## config.mk

```make
export PLATFORM = sky130hd
export DESIGN_NAME = ddr_dyn_odt_ctrl
export DESIGN_NICKNAME = d
export VERILOG_FILES = /design/src/rtl/ddr_term_pkg.sv /design/src/rtl/ddr_term_latency.sv /design/src/rtl/ddr_term_delay.sv /design/src/rtl/ddr_term_write_window.sv /design/src/rtl/ddr_term_odth4.sv /design/src/rtl/ddr_dyn_odt_ctrl.sv
export SDC_FILE = /design/constraint.sdc
export NUM_CORES = 1
export LEC_CHECK = 0
export CAP_MARGIN = 20
export CORE_ASPECT_RATIO = 1.75
export CORE_UTILIZATION = 59
export CTS_CLUSTER_DIAMETER = 40
export DETAILED_ROUTE_END_ITERATION = 8
export PLACE_DENSITY = 0.78
export SYNTH_ARGS = -nofsm -noshare
export SYNTH_HDL_FRONTEND = slang
export SYNTH_SLANG_ARGS = --single-unit
```

## constraint.sdc

```tcl
create_clock -name clk -period 5.9 [get_ports clk]
set_clock_uncertainty 0.15 [all_clocks]
set_input_delay 1.18 -clock clk [delete_from_list [all_inputs] [get_ports clk]]
set_output_delay 1.18 -clock clk [all_outputs]
set_load 0.01 [all_outputs]
```

## src/rtl/ddr_term_pkg.sv

```systemverilog
package ddr_term_pkg;
  typedef enum logic [1:0] {
    TERM_OFF = 2'b00,
    TERM_NOM = 2'b01,
    TERM_WR  = 2'b10
  } term_sel_e;
endpackage

```

## src/rtl/ddr_term_latency.sv

```systemverilog
module ddr_term_latency #(
  parameter int AL_W  = 4,
  parameter int CWL_W = 4,
  parameter int LAT_W = 5
) (
  input  logic [AL_W-1:0]  al_cfg,
  input  logic [CWL_W-1:0] cwl_cfg,
  output logic [LAT_W-1:0] wr_lat,
  output logic [LAT_W-1:0] odt_lat
);
  localparam logic [LAT_W-1:0] ODT_SHORTEN = LAT_W'(2);

  always_comb begin
    wr_lat  = LAT_W'(al_cfg) + LAT_W'(cwl_cfg);
    odt_lat = (wr_lat >= ODT_SHORTEN) ? (wr_lat - ODT_SHORTEN) : '0;
  end
endmodule

```

## src/rtl/ddr_term_delay.sv

```systemverilog
module ddr_term_delay #(
  parameter int DEPTH = 31,
  parameter int W     = 1,
  parameter int IDX_W = 5
) (
  input  logic             clk,
  input  logic             rst,
  input  logic [W-1:0]     d,
  input  logic [IDX_W-1:0] tap,
  output logic [W-1:0]     q
);
  logic [W-1:0] stage [DEPTH];

  always_ff @(posedge clk) begin
    if (rst) begin
      for (int i = 0; i < DEPTH; i++) stage[i] <= '0;
    end else begin
      stage[0] <= d;
      for (int i = 1; i < DEPTH; i++) stage[i] <= stage[i-1];
    end
  end

  always_comb begin
    if (int'(tap) < DEPTH) q = stage[tap];
    else                   q = '0;
  end
endmodule

```

## src/rtl/ddr_term_write_window.sv

```systemverilog
module ddr_term_write_window #(
  parameter int BL8_LEN = 4,
  parameter int BC4_LEN = 2
) (
  input  logic clk,
  input  logic rst,
  input  logic start,
  input  logic chop,
  output logic active
);
  localparam int CNT_W = $clog2(BL8_LEN);

  logic [CNT_W-1:0] left_q;

  always_ff @(posedge clk) begin
    if (rst) begin
      left_q <= '0;
    end else if (start) begin
      left_q <= chop ? CNT_W'(BC4_LEN - 1) : CNT_W'(BL8_LEN - 1);
    end else if (left_q != '0) begin
      left_q <= left_q - 1'b1;
    end
  end

  assign active = start || (left_q != '0);

  // a burst that begins stays in the write value on the following cycle
  p_burst_holds_r3: assert property (@(posedge clk) disable iff (rst)
    start |=> active);
endmodule

```

## src/rtl/ddr_term_odth4.sv

```systemverilog
module ddr_term_odth4 #(
  parameter int HOLD = 4
) (
  input  logic clk,
  input  logic rst,
  input  logic odt_in,
  input  logic wr_acc,
  output logic err
);
  localparam int CNT_W = $clog2(HOLD);

  logic             odt_q;
  logic [CNT_W-1:0] remain_q;
  logic             err_q;

  always_ff @(posedge clk) begin
    if (rst) begin
      odt_q    <= 1'b0;
      remain_q <= '0;
      err_q    <= 1'b0;
    end else begin
      odt_q <= odt_in;
      err_q <= !odt_in && (remain_q != '0);
      if (!odt_in)
        remain_q <= '0;
      else if (!odt_q || wr_acc)
        remain_q <= CNT_W'(HOLD - 1);
      else if (remain_q != '0)
        remain_q <= remain_q - 1'b1;
    end
  end

  assign err = err_q;

  // the violation flag is a single-cycle pulse
  p_err_single_r7: assert property (@(posedge clk) disable iff (rst)
    err_q |=> !err_q);
  // a violation is only reported on a high-to-low registration
  p_err_on_fall_r7: assert property (@(posedge clk) disable iff (rst)
    err_q |-> (!odt_q && $past(odt_q)));
endmodule

```

## src/rtl/ddr_dyn_odt_ctrl.sv

```systemverilog
module ddr_dyn_odt_ctrl #(
  parameter int AL_W    = 4,
  parameter int CWL_W   = 4,
  parameter int BL8_LEN = 4,
  parameter int BC4_LEN = 2,
  parameter int HOLD    = 4
) (
  input  logic             clk,
  input  logic             rst,
  input  logic             odt_in,
  input  logic             wr_cmd,
  input  logic             wr_bc4,
  input  logic [AL_W-1:0]  al_cfg,
  input  logic [CWL_W-1:0] cwl_cfg,
  input  logic             rtt_nom_en,
  input  logic             rtt_wr_en,
  output logic [1:0]       rtt_sel,
  output logic             odth4_err
);
  import ddr_term_pkg::*;

  localparam int LAT_W = ((AL_W > CWL_W) ? AL_W : CWL_W) + 1;
  localparam int DEPTH = (1 << AL_W) + (1 << CWL_W) - 1;

  logic [LAT_W-1:0] wr_lat, odt_lat;
  logic             wr_acc;
  logic             odt_tap;
  logic [1:0]       wr_tap;
  logic             win_active;
  term_sel_e        sel;

  assign wr_acc = wr_cmd && odt_in;

  ddr_term_latency #(.AL_W(AL_W), .CWL_W(CWL_W), .LAT_W(LAT_W)) u_lat (
    .al_cfg (al_cfg),
    .cwl_cfg(cwl_cfg),
    .wr_lat (wr_lat),
    .odt_lat(odt_lat)
  );

  ddr_term_delay #(.DEPTH(DEPTH), .W(1), .IDX_W(LAT_W)) u_odt_hist (
    .clk(clk), .rst(rst), .d(odt_in), .tap(odt_lat), .q(odt_tap)
  );

  ddr_term_delay #(.DEPTH(DEPTH), .W(2), .IDX_W(LAT_W)) u_wr_hist (
    .clk(clk), .rst(rst), .d({wr_acc && wr_bc4, wr_acc}), .tap(wr_lat), .q(wr_tap)
  );

  ddr_term_write_window #(.BL8_LEN(BL8_LEN), .BC4_LEN(BC4_LEN)) u_win (
    .clk(clk), .rst(rst), .start(wr_tap[0]), .chop(wr_tap[1]), .active(win_active)
  );

  ddr_term_odth4 #(.HOLD(HOLD)) u_hold (
    .clk(clk), .rst(rst), .odt_in(odt_in), .wr_acc(wr_acc), .err(odth4_err)
  );

  always_comb begin
    if (win_active && rtt_wr_en)   sel = TERM_WR;
    else if (odt_tap && rtt_nom_en) sel = TERM_NOM;
    else                           sel = TERM_OFF;
  end

  assign rtt_sel = sel;

  // reset leaves the termination off and no error pending
  p_reset_off_r9: assert property (@(posedge clk)
    rst |=> (rtt_sel == 2'b00 && !odth4_err));
  // the write value only appears when it is enabled
  p_wr_needs_en_r5: assert property (@(posedge clk) disable iff (rst)
    (rtt_sel == 2'b10) |-> rtt_wr_en);
  // the nominal value only appears when it is enabled
  p_nom_needs_en_r6: assert property (@(posedge clk) disable iff (rst)
    (rtt_sel == 2'b01) |-> rtt_nom_en);
endmodule

```

---- Word level (Yosys, flattened, before mapping) ----
Memories as Yosys holds them, arrays and structs flattened.
Cells that the tools add are included.
operators by class
  add/sub/neg operators ................... 4
  order comparisons ....................... 3
  mux-type cells .......................... 75
  bitwise gates (word level) .............. 63
  reductions and logical operators ........ 14
operators with widths
  cell                                                                number
  two-way mux 2 bit                                                   38
  OR 1 bit                                                            62
  two-way mux 1 bit                                                   36
  < comparator 5 bit (second input constant)                          2
  nonzero test 2 bit                                                  4
  adder 4 x 4 -> 5 bit                                                1
  greater-or-equal comparator 5 x 2 -> 1 bit (second input constant)  1
  logical AND 1 bit                                                   5
  two-way mux 5 bit                                                   1
  subtractor 5 x 2 -> 5 bit (second input constant)                   1
  subtractor 2 x 1 -> 2 bit (second input constant)                   2
  zero test 1 bit                                                     2
  logical OR 1 bit                                                    2
  OR reduction 2 bit                                                  1
  inverter 1 bit                                                      1
word-level totals
  bits in registers ....................... 6
  bits in writable memories ............... 93
  bits of input ports ..................... 15
  output and inout port bits .............. 3
  word-level logic and storage cells ...... 165
  memories kept ........................... 2
memory list
  name              depth  bits a word  rd ports  clocked after Yosys merged registers in  wr ports  line                  RTL
  u_wr_hist.stage   31     2            31        0                                        31        ddr_term_delay.sv:12  logic [W-1:0] stage [DEPTH];
  u_odt_hist.stage  31     1            31        0                                        31        ddr_term_delay.sv:12

---- Depth between registers and ports, before layout ----
Gate-level depths: netlist of the first run.
  depth after elaboration ................. 8
  depth in mapped cells ................... 13
  mapped depth without buffers ............ 11

---- Modules after synthesis ----
From an unflattened synthesis of the first run, not the netlist that was laid out.
second synthesis, totals
  cells, all modules ...................... 348
  area, all modules ....................... 3981.3 sq um
modules (own cells, without submodules)
  module                       times used  cells each  area each (sq um)  sequential area each (sq um)
  ddr_term_delay (u_wr_hist)   1           182         2235.9             1241.2
  ddr_term_delay (u_odt_hist)  1           97          1163.6             620.6
  ddr_term_latency             1           36          277.8              0.0
  ddr_term_odth4               1           15          158.9              80.1
  ddr_term_write_window        1           13          113.9              40.0
  ddr_dyn_odt_ctrl             1           5           31.3               0.0

---- Worst setup path before layout of the first run ----
Ideal clock, no wire load.
  kind .................................... input to output
  start point ............................. input port al_cfg[0]
  end point ............................... output port rtt_sel[0]
  data arrival time ....................... 3.904 ns
  data required time ...................... 4.570 ns
  path slack .............................. 0.666 ns
  cell stages on the path ................. 13
  path buffers ............................ 3
  cell sequence ........................... ha_1 > fa_1 > buf_2 > buf_1 > inv_1 > ha_1 > clkbuf_1 > nor2b_1 > o21ai_0 > and2_1 > o221ai_1 > a32oi_1 > o2111a_1
on the way
  longest elaborated chain between the ends .. 8
  elaborated cells between the ends (all ways) .. 15
  those cells by class .................... 2 x add/sub; 3 x order compare; 5 x mux; 3 x reduce/logical; 2 x memory
RTL lines
  element                                                                                  line                    RTL
  from (decl)                                                                              ddr_dyn_odt_ctrl.sv:13  input logic [AL_W-1:0] al_cfg,
  adder 4 x 4 -> 5 bit *                                                                   ddr_term_latency.sv:14  wr_lat = LAT_W'(al_cfg) + LAT_W'(cwl_cfg);
  subtractor 5 x 2 -> 5 bit or greater-or-equal comparator 5 x 2 -> 1 bit (tied branches)  ddr_term_latency.sv:15  odt_lat = (wr_lat >= ODT_SHORTEN) ? (wr_lat - ODT_SHORTEN) : '0;
  two-way mux 5 bit                                                                        ddr_term_latency.sv:15
  memory read (31 x 1 bit) or < comparator 5 bit (tied branches)                           n/a
  two-way mux 1 bit                                                                        ddr_term_delay.sv:24    if (int'(tap) < DEPTH) q = stage[tap];
  logical AND 1 bit                                                                        ddr_dyn_odt_ctrl.sv:59  else if (odt_tap && rtt_nom_en) sel = TERM_NOM;
  two-way mux 1 bit                                                                        ddr_dyn_odt_ctrl.sv:59
  two-way mux 2 bit *                                                                      ddr_dyn_odt_ctrl.sv:58  if (win_active && rtt_wr_en) sel = TERM_WR;
  to (decl)                                                                                ddr_dyn_odt_ctrl.sv:17  output logic [1:0] rtt_sel,
Mark *: on every way between the ends. The rest lies on a longest branch, timed or not.

---- Worst setup path after layout of the first run ----
  start point ............................. input port al_cfg[0]
  end point ............................... output port rtt_sel[1]
on the way
  longest elaborated chain between the ends .. 6
  elaborated cells between the ends (all ways) .. 7
  those cells by class .................... 1 x add/sub; 1 x order compare; 2 x mux; 2 x reduce/logical; 1 x memory
RTL lines
  element                                                         line                         RTL
  adder 4 x 4 -> 5 bit *                                          ddr_term_latency.sv:14
  memory read (31 x 2 bit) or < comparator 5 bit (tied branches)  n/a
  two-way mux 2 bit *                                             ddr_term_delay.sv:24
  logical OR 1 bit *                                              ddr_term_write_window.sv:25  assign active = start || (left_q != '0);
  logical AND 1 bit *                                             ddr_dyn_odt_ctrl.sv:58
  two-way mux 2 bit *                                             ddr_dyn_odt_ctrl.sv:58
Marked as above.

==> results of run 1 <==
-- flip-flops by register name, indices dropped and copies added, names as in the netlist --
| signal | cells |
|---|---|
| u_win.left_q | 2 |
| u_wr_hist.stage | 62 |
| u_odt_hist.stage | 31 |
| u_hold.remain_q | 2 |
| u_hold.err | 1 |
-- worst register-to-register path, delay by kind of cell, from the launching register on --
kind / cells / cell delay, ns
muxes: 2 / 1.12
AOI/OAI and AO/OA: 3 / 0.39
DFF: 1 / 0.32
-- layout by cell type (no fill, tap or decap), types with 2 or more instances in the layout --
master,synthesis,layout
and3_1,3,3
buf_4,1,13
clkbuf_8,0,10
o21ai_0,7,6
clkdlybuf4s50_1,0,15
buf_12,0,2
bufinv_16,0,4
o31ai_1,2,2
o221ai_1,2,2
nand3_1,4,4
nor3_1,6,6
inv_1,9,9
mux2_2,4,4
dfxtp_1,98,98
ha_1,8,8
xor2_1,2,2
nor2b_1,93,93
and2_1,2,2
mux4_2,17,17
mux2i_1,9,9
nand2_1,15,15
a21oi_1,9,9
nor2_1,8,7
o211ai_1,2,2
-- where the power goes --
part / switching, W / internal (W) / total, W
Sequential: 0.00000389 / 0.000669 / 0.000673
Combinational: 0.000122 / 0.000112 / 0.000234
Clock: 0.000220 / 0.000335 / 0.000556
-- cells by family after synthesis --
logic type	Yosys count	synth area share
AND/OR/NAND/NOR	137	0.204
flip-flops	98	0.505
AO/OA/AOI/OAI	41	0.0767
multiplexers	31	0.140
buffers and inverters	30	0.0364
adder cells (fa/ha/maj)	9	0.0309
XOR/XNOR	3	0.00677
-- path summary, 6_finish.rpt --
| path | to | cells after the start | startpoint | slack [ns] |
|---|---|---|---|---|
| max | rtt_sel[1] | 11 | al_cfg[0] | 0.21 |
| min | u_wr_hist.stage[10][0]$_SDFF_PP0_ | 1 | u_wr_hist.stage[9][0]$_SDFF_PP0_ | 0.31 |
| max reg2reg | u_win.left_q[1]$_SDFFE_PP0N_ | 5 | u_wr_hist.stage[7][0]$_SDFF_PP0_ | 3.80 |
| min reg2reg | u_wr_hist.stage[10][0]$_SDFF_PP0_ | 1 | u_wr_hist.stage[9][0]$_SDFF_PP0_ | 0.31 |
-- routing by layer --
layer | vias up | routed length (um) | GRT usage
met5 | - | 0 | 0
li1 | 1246 | - | -
met2 | 54 | 3820 | 0.409
met4 | 0 | 227 | 0.125
met1 | 1216 | 3150 | 0.269
met3 | 19 | 279 | 0.0633
-- metrics by stage --
stage	utilization	std cells	setup WS [ns]	power [W]
final	0.719	459	0.212	0.00146
after detailed placement	0.666	441	0.0333	0.000907
after CTS	0.709	457	0.0230	0.00146
after floorplan	-	349	0.666	0.000837
after global routing	0.719	459	0.0762	0.00152
after global placement	0.666	441	0.129	0.000902
-- repair_timing --
item | 4_1_cts | 5_1_grt
hold endpoints to repair | 0 | 0
resized for setup | 0 | 8
endpoints found under the setup margin | 0 | 1
setup buffers | 0 | 1
-- final cells by class --
| cell class | count | area (um^2) | area share |
|---|---|---|---|
| multi-input combinational | 221 | 1800 | 0.400 |
| sequential | 98 | 1960 | 0.435 |
| tap | 80 | 100 | 0.0222 |
| clock buffer | 11 | 141 | 0.0314 |
| timing repair buffer | 34 | 342 | 0.0757 |
| clock inverter | 5 | 125 | 0.0277 |
| inverter | 10 | 37.5 | 0.00832 |
==> impl_metrics.yaml, run 1 <==
hold_path:
  holdCritPathClass: "flop to flop"
global_route:
  grt_pass1_vias: 2618
  grt_antenna_before_repair: 0
  grt-ovfl-total: 0
  grt_pass1_wl_um: 12200
  grt.total_usage: 0.238
  grt_max_degree: 61
sta:
  timing.fmax_mhz: 176
  setup_viol: 0
  rsz0062_at_grt: "false"
  hold_viol: 0
  whs_ns: 0.307
  worst_slew_pin_slew_ns: 0.588
  period_share: 0.964
  min_period_ns: 5.69
  tns_ns: 0
  maxSlewHeadroom: 0.608
  slew_viol_final: 0
worst_setup_path:
  cp.buffers_inverters: 4
  path_delay_family: "buffers and inverters"
  critPathLaunchType: "input port"
  cp_slowest_stage_delay_ns: 0.52
  path_class: "input port to output pin"
  cp.arrival_ns: 4.36
  cp_slowest_cell: "clkdlybuf4s50_1"
  endpoint_kind: "output pin"
  cp_max_fo: 11
  cp_cell_sequence: "clkdlybuf4s50_1 > ha_1 > fa_2 > buf_12 > ha_1 > a221o_1 > o31ai_1 > a21oi_4 > a21bo_1 > inv_1 > clkdlybuf4s50_1"
  required_ns: 4.57
clock_tree:
  htree_levels: 3
  clock_latency_ns: 0.37
  clk_pin_slew_ns: 0.09
  cts_tree: "done"
  numClockSinks: 98
  cts_buffer_depth: 2
  cts_buffers: 9
  root_buffer: "clkbuf_8"
  postCtsHoldBufs: 0
synthesis:
  ys_seq_area_frac: 0.505
  ys.warnings.count: 0
  yosysMostFrequentCell: "dfxtp_1"
  synth-main-ff-cell: "dfxtp_1"
  syn_inst: 349
  ys_ff_latch: 98
  avgSynthCellArea_um2: 11.1
  ys_types: 52
  yosys-top-cells-count: "dfxtp_1, nor2b_1, mux4_2, nand2_1, clkbuf_1"
  synth_top_area_share: 0.505
  synth_area_leaders: "dfxtp_1, nor2b_1, mux4_2"
  ys_async_sr_fraction: 0
  synth_area_mm2: 0.00388
  synth_edf_count: 0
  syn_nets: 373
  synth.largest_area_cell: "dfxtp_1"
placement:
  place_congestion: 0.905
  dp_hpwl_um: 5020
  port_buffers: 17
  placed_area_mm2: 0.00418
routing:
  viasPerCell: 5.52
  drcViolationCount: 0
  drt_iter0_drc: 159
  dr_total_vias: 2535
  ant_nets: 0
  routed_wirelength_um: 7480
  firstDrtPassIters: 4
  avgRoutedWirePerCell_um: 16.3
power_and_ir_drop:
  irDropWorstVdd_v: 0.000269
  p_leak_nw: 1.79
  power.density_mw_per_mm2: 324
floorplanning:
  die_y_um: 109
  die-width_um: 63.3
  die_area_mm2: 0.00692
  rows: 38
  start_util: 0.618
  pin_count: 18
  coreArea_mm2: 0.00628
run_status:
  outcome: "finished clean"
finish:
  n_antenna_cell: 0
  areaGrowthSynthToFinish_pct: 16.2
  nNetsFinal: 398
  drive_above_1_share: 0.169
  final_area_mm2: 0.00451
  fillCellCount: 452
run:
  drv_cap: 0
(Power assumes the default switching activity.)
==> run 2, diff against run 1 <==
==> constraint.sdc (replaced) <==
create_clock -name clk -period 5.9 [get_ports clk]
set_clock_uncertainty 0.15 [all_clocks]
set_input_delay 0.885 -clock clk [delete_from_list [all_inputs] [get_ports clk]]
set_output_delay 0.885 -clock clk [all_outputs]
set_load 0.01 [all_outputs]
==> run 2 against run 1 <==
Worst setup slack improved by 0.31 ns. Power is 8.7% lower. Largest cell class unchanged. Die area unchanged. Global-route usage is 0.62 points lower. Final cell count shrank 1.7%. Clock power fell by 17%. First-iteration DRC count rose by 32%. Utilization decreased by 2.9 points. Register-to-register slack better by 0.02 ns. Fmax rose by 5.8%. Critical path depth up 2.
==> impl_metrics.yaml, run 2 (same netlist as run 1, synthesis figures left out) <==
global_route:
  grt.total_usage: 0.232
  grt_pass1_wl_um: 11900
  grt_pass1_vias: 2492
  grt_max_degree: 95
  grt_antenna_before_repair: 0
  grt-ovfl-total: 0
worst_setup_path:
  path_class: "input port to output pin"
  cp_cell_sequence: "clkdlybuf4s50_1 > ha_1 > fa_1 > buf_4 > inv_1 > ha_1 > nor2b_1 > o21ai_0 > and2_1 > o221ai_1 > a32oi_1 > o2111a_1 > clkdlybuf4s50_1"
  critPathLaunchType: "input port"
  cp.arrival_ns: 4.34
  rr_worst_depth: 5
  r2r_start: "u_wr_hist.stage[5][0]$_SDFF_PP0_"
  cp_slowest_cell: "clkdlybuf4s50_1"
  r2r-end: "u_win.left_q[1]$_SDFFE_PP0N_"
  cp_max_fo: 21
  required_ns: 4.87
  r2r_slack_ns: 3.82
  startpoint: "al_cfg[0]"
  endpoint_kind: "output pin"
  cp_slowest_stage_delay_ns: 0.53
finish:
  n_antenna_cell: 0
  reg.largest.list: "u_wr_hist.stage x62, u_odt_hist.stage x31"
  areaGrowthSynthToFinish_pct: 11.5
  drive_above_1_share: 0.143
  final_area_mm2: 0.00433
  nNetsFinal: 390
  regMostFlops: "u_wr_hist.stage"
  final_cell_mix: "dfxtp_1, nor2b_1, mux4_2"
  layout_commonest_cell: "dfxtp_1"
  fillCellCount: 499
  largest_reg_flops: 62
sta:
  slew_viol_final: 0
  hold_viol: 0
  whs_ns: 0.307
  min_period_ns: 5.38
  maxSlewHeadroom: 0.413
  tns_ns: 0
  worst_slew_pin_slew_ns: 0.880
  period_share: 0.911
  setup_viol: 0
  rsz0062_at_grt: "false"
  timing.fmax_mhz: 186
clock_tree:
  cts_setup_buffers: 0
  cts_buffer_depth: 2
  clock_latency_ns: 0.37
  cts_buffers: 9
  cts_tree: "done"
  postCtsHoldBufs: 0
  htree_levels: 3
  root_buffer: "clkbuf_8"
  numClockSinks: 98
  cts_resized: 0
  clk_pin_slew_ns: 0.10
routing:
  drcViolationCount: 0
  avgRoutedWirePerCell_um: 15.7
  firstDrtPassIters: 4
  routed_wirelength_um: 7090
  dr_total_vias: 2485
  viasPerCell: 5.51
  ant_nets: 0
  drt_iter0_drc: 210
floorplanning:
  die_y_um: 109
  coreArea_mm2: 0.00628
  die-width_um: 63.3
  die_area_mm2: 0.00692
  rows: 38
  start_util: 0.618
  pin_count: 18
hold_path:
  hold_depth: 1
  holdCritPathClass: "flop to flop"
  hold_start: "u_wr_hist.stage[8][0]$_SDFF_PP0_"
  min_to: "u_wr_hist.stage[9][0]$_SDFF_PP0_"
placement:
  port_buffers: 17
  place_congestion: 0.978
  placed_area_mm2: 0.00411
  dp_hpwl_um: 4930
run_status:
  outcome: "finished clean"
power_and_ir_drop:
  p_leak_nw: 1.69
  irDropWorstVdd_v: 0.000233
  power.density_mw_per_mm2: 309
run:
  drv_cap: 0
==> run 2: cell count changes in the layout (fill, tap and decap cells not counted), sizes merged <==
cell	delta
bufinv	-2
clkdlybuf4s50	+1
clkinvlp	+2
dlymetal6s2s	-1
clkbuf	-3
clkinv	+2
buf	-7
==> run 2: worst max path at each step <==
stage | endpoint | slack [ns] | cells past startpoint
2_1_floorplan | rtt_sel[0] | 1.26 | 13
3_3_place_gp | rtt_sel[0] | 0.56 | 11
3_5_place_dp | rtt_sel[0] | 0.53 | 13
4_1_cts | rtt_sel[0] | 0.52 | 13
5_1_grt | rtt_sel[0] | 0.31 | 12
6_report | rtt_sel[0] | 0.52 | 13
==> run 2: power breakdown <==
part	switching (W)	total (W)	internal, W
clock	0.000222	0.000460	0.000238
sequential	0.00000425	0.000673	0.000669
combinational	0.000111	0.000202	0.0000906
total	0.000338	0.00134	0.000997
==> run 2: through the flow <==
| stage | util | setup WS [ns] | total power (W) | cells |
|---|---|---|---|---|
| final | 0.690 | 0.524 | 0.00134 | 451 |
| after global routing | 0.690 | 0.311 | 0.00140 | 451 |
| after CTS | 0.690 | 0.521 | 0.00135 | 451 |
| after detailed placement | 0.655 | 0.533 | 0.000890 | 435 |
| after global placement | 0.655 | 0.559 | 0.000884 | 435 |
| after floorplan | - | 1.26 | 0.000837 | 349 |
==> run 2: final cells by class <==
class,count,area [um^2],share of cell area
Clock buffer,9,124,0.0286
Clock inverter,7,93.8,0.0217
Inverter,10,37.5,0.00867
Multi-Input combinational cell,221,1780,0.411
Sequential cell,98,1960,0.453
Tap cell,80,100,0.0231
Timing Repair Buffer,26,233,0.0538
==> run 2: layer usage <==
metal	part of all wire	global-route usage	up-vias
met1	0.42	0.274	1194
met4	0.027	0.122	0
li1	-	-	1228
met2	0.52	0.386	49
met5	0	0	-
met3	0.035	0.0591	14
==> run 2: worst max-delay path, delay by kind of cell <==
family	cells	cell delay [ns]
buf+inv	4	1.34
fa+ha+maj	3	1.07
compound gates	4	0.66
simple gates	2	0.37
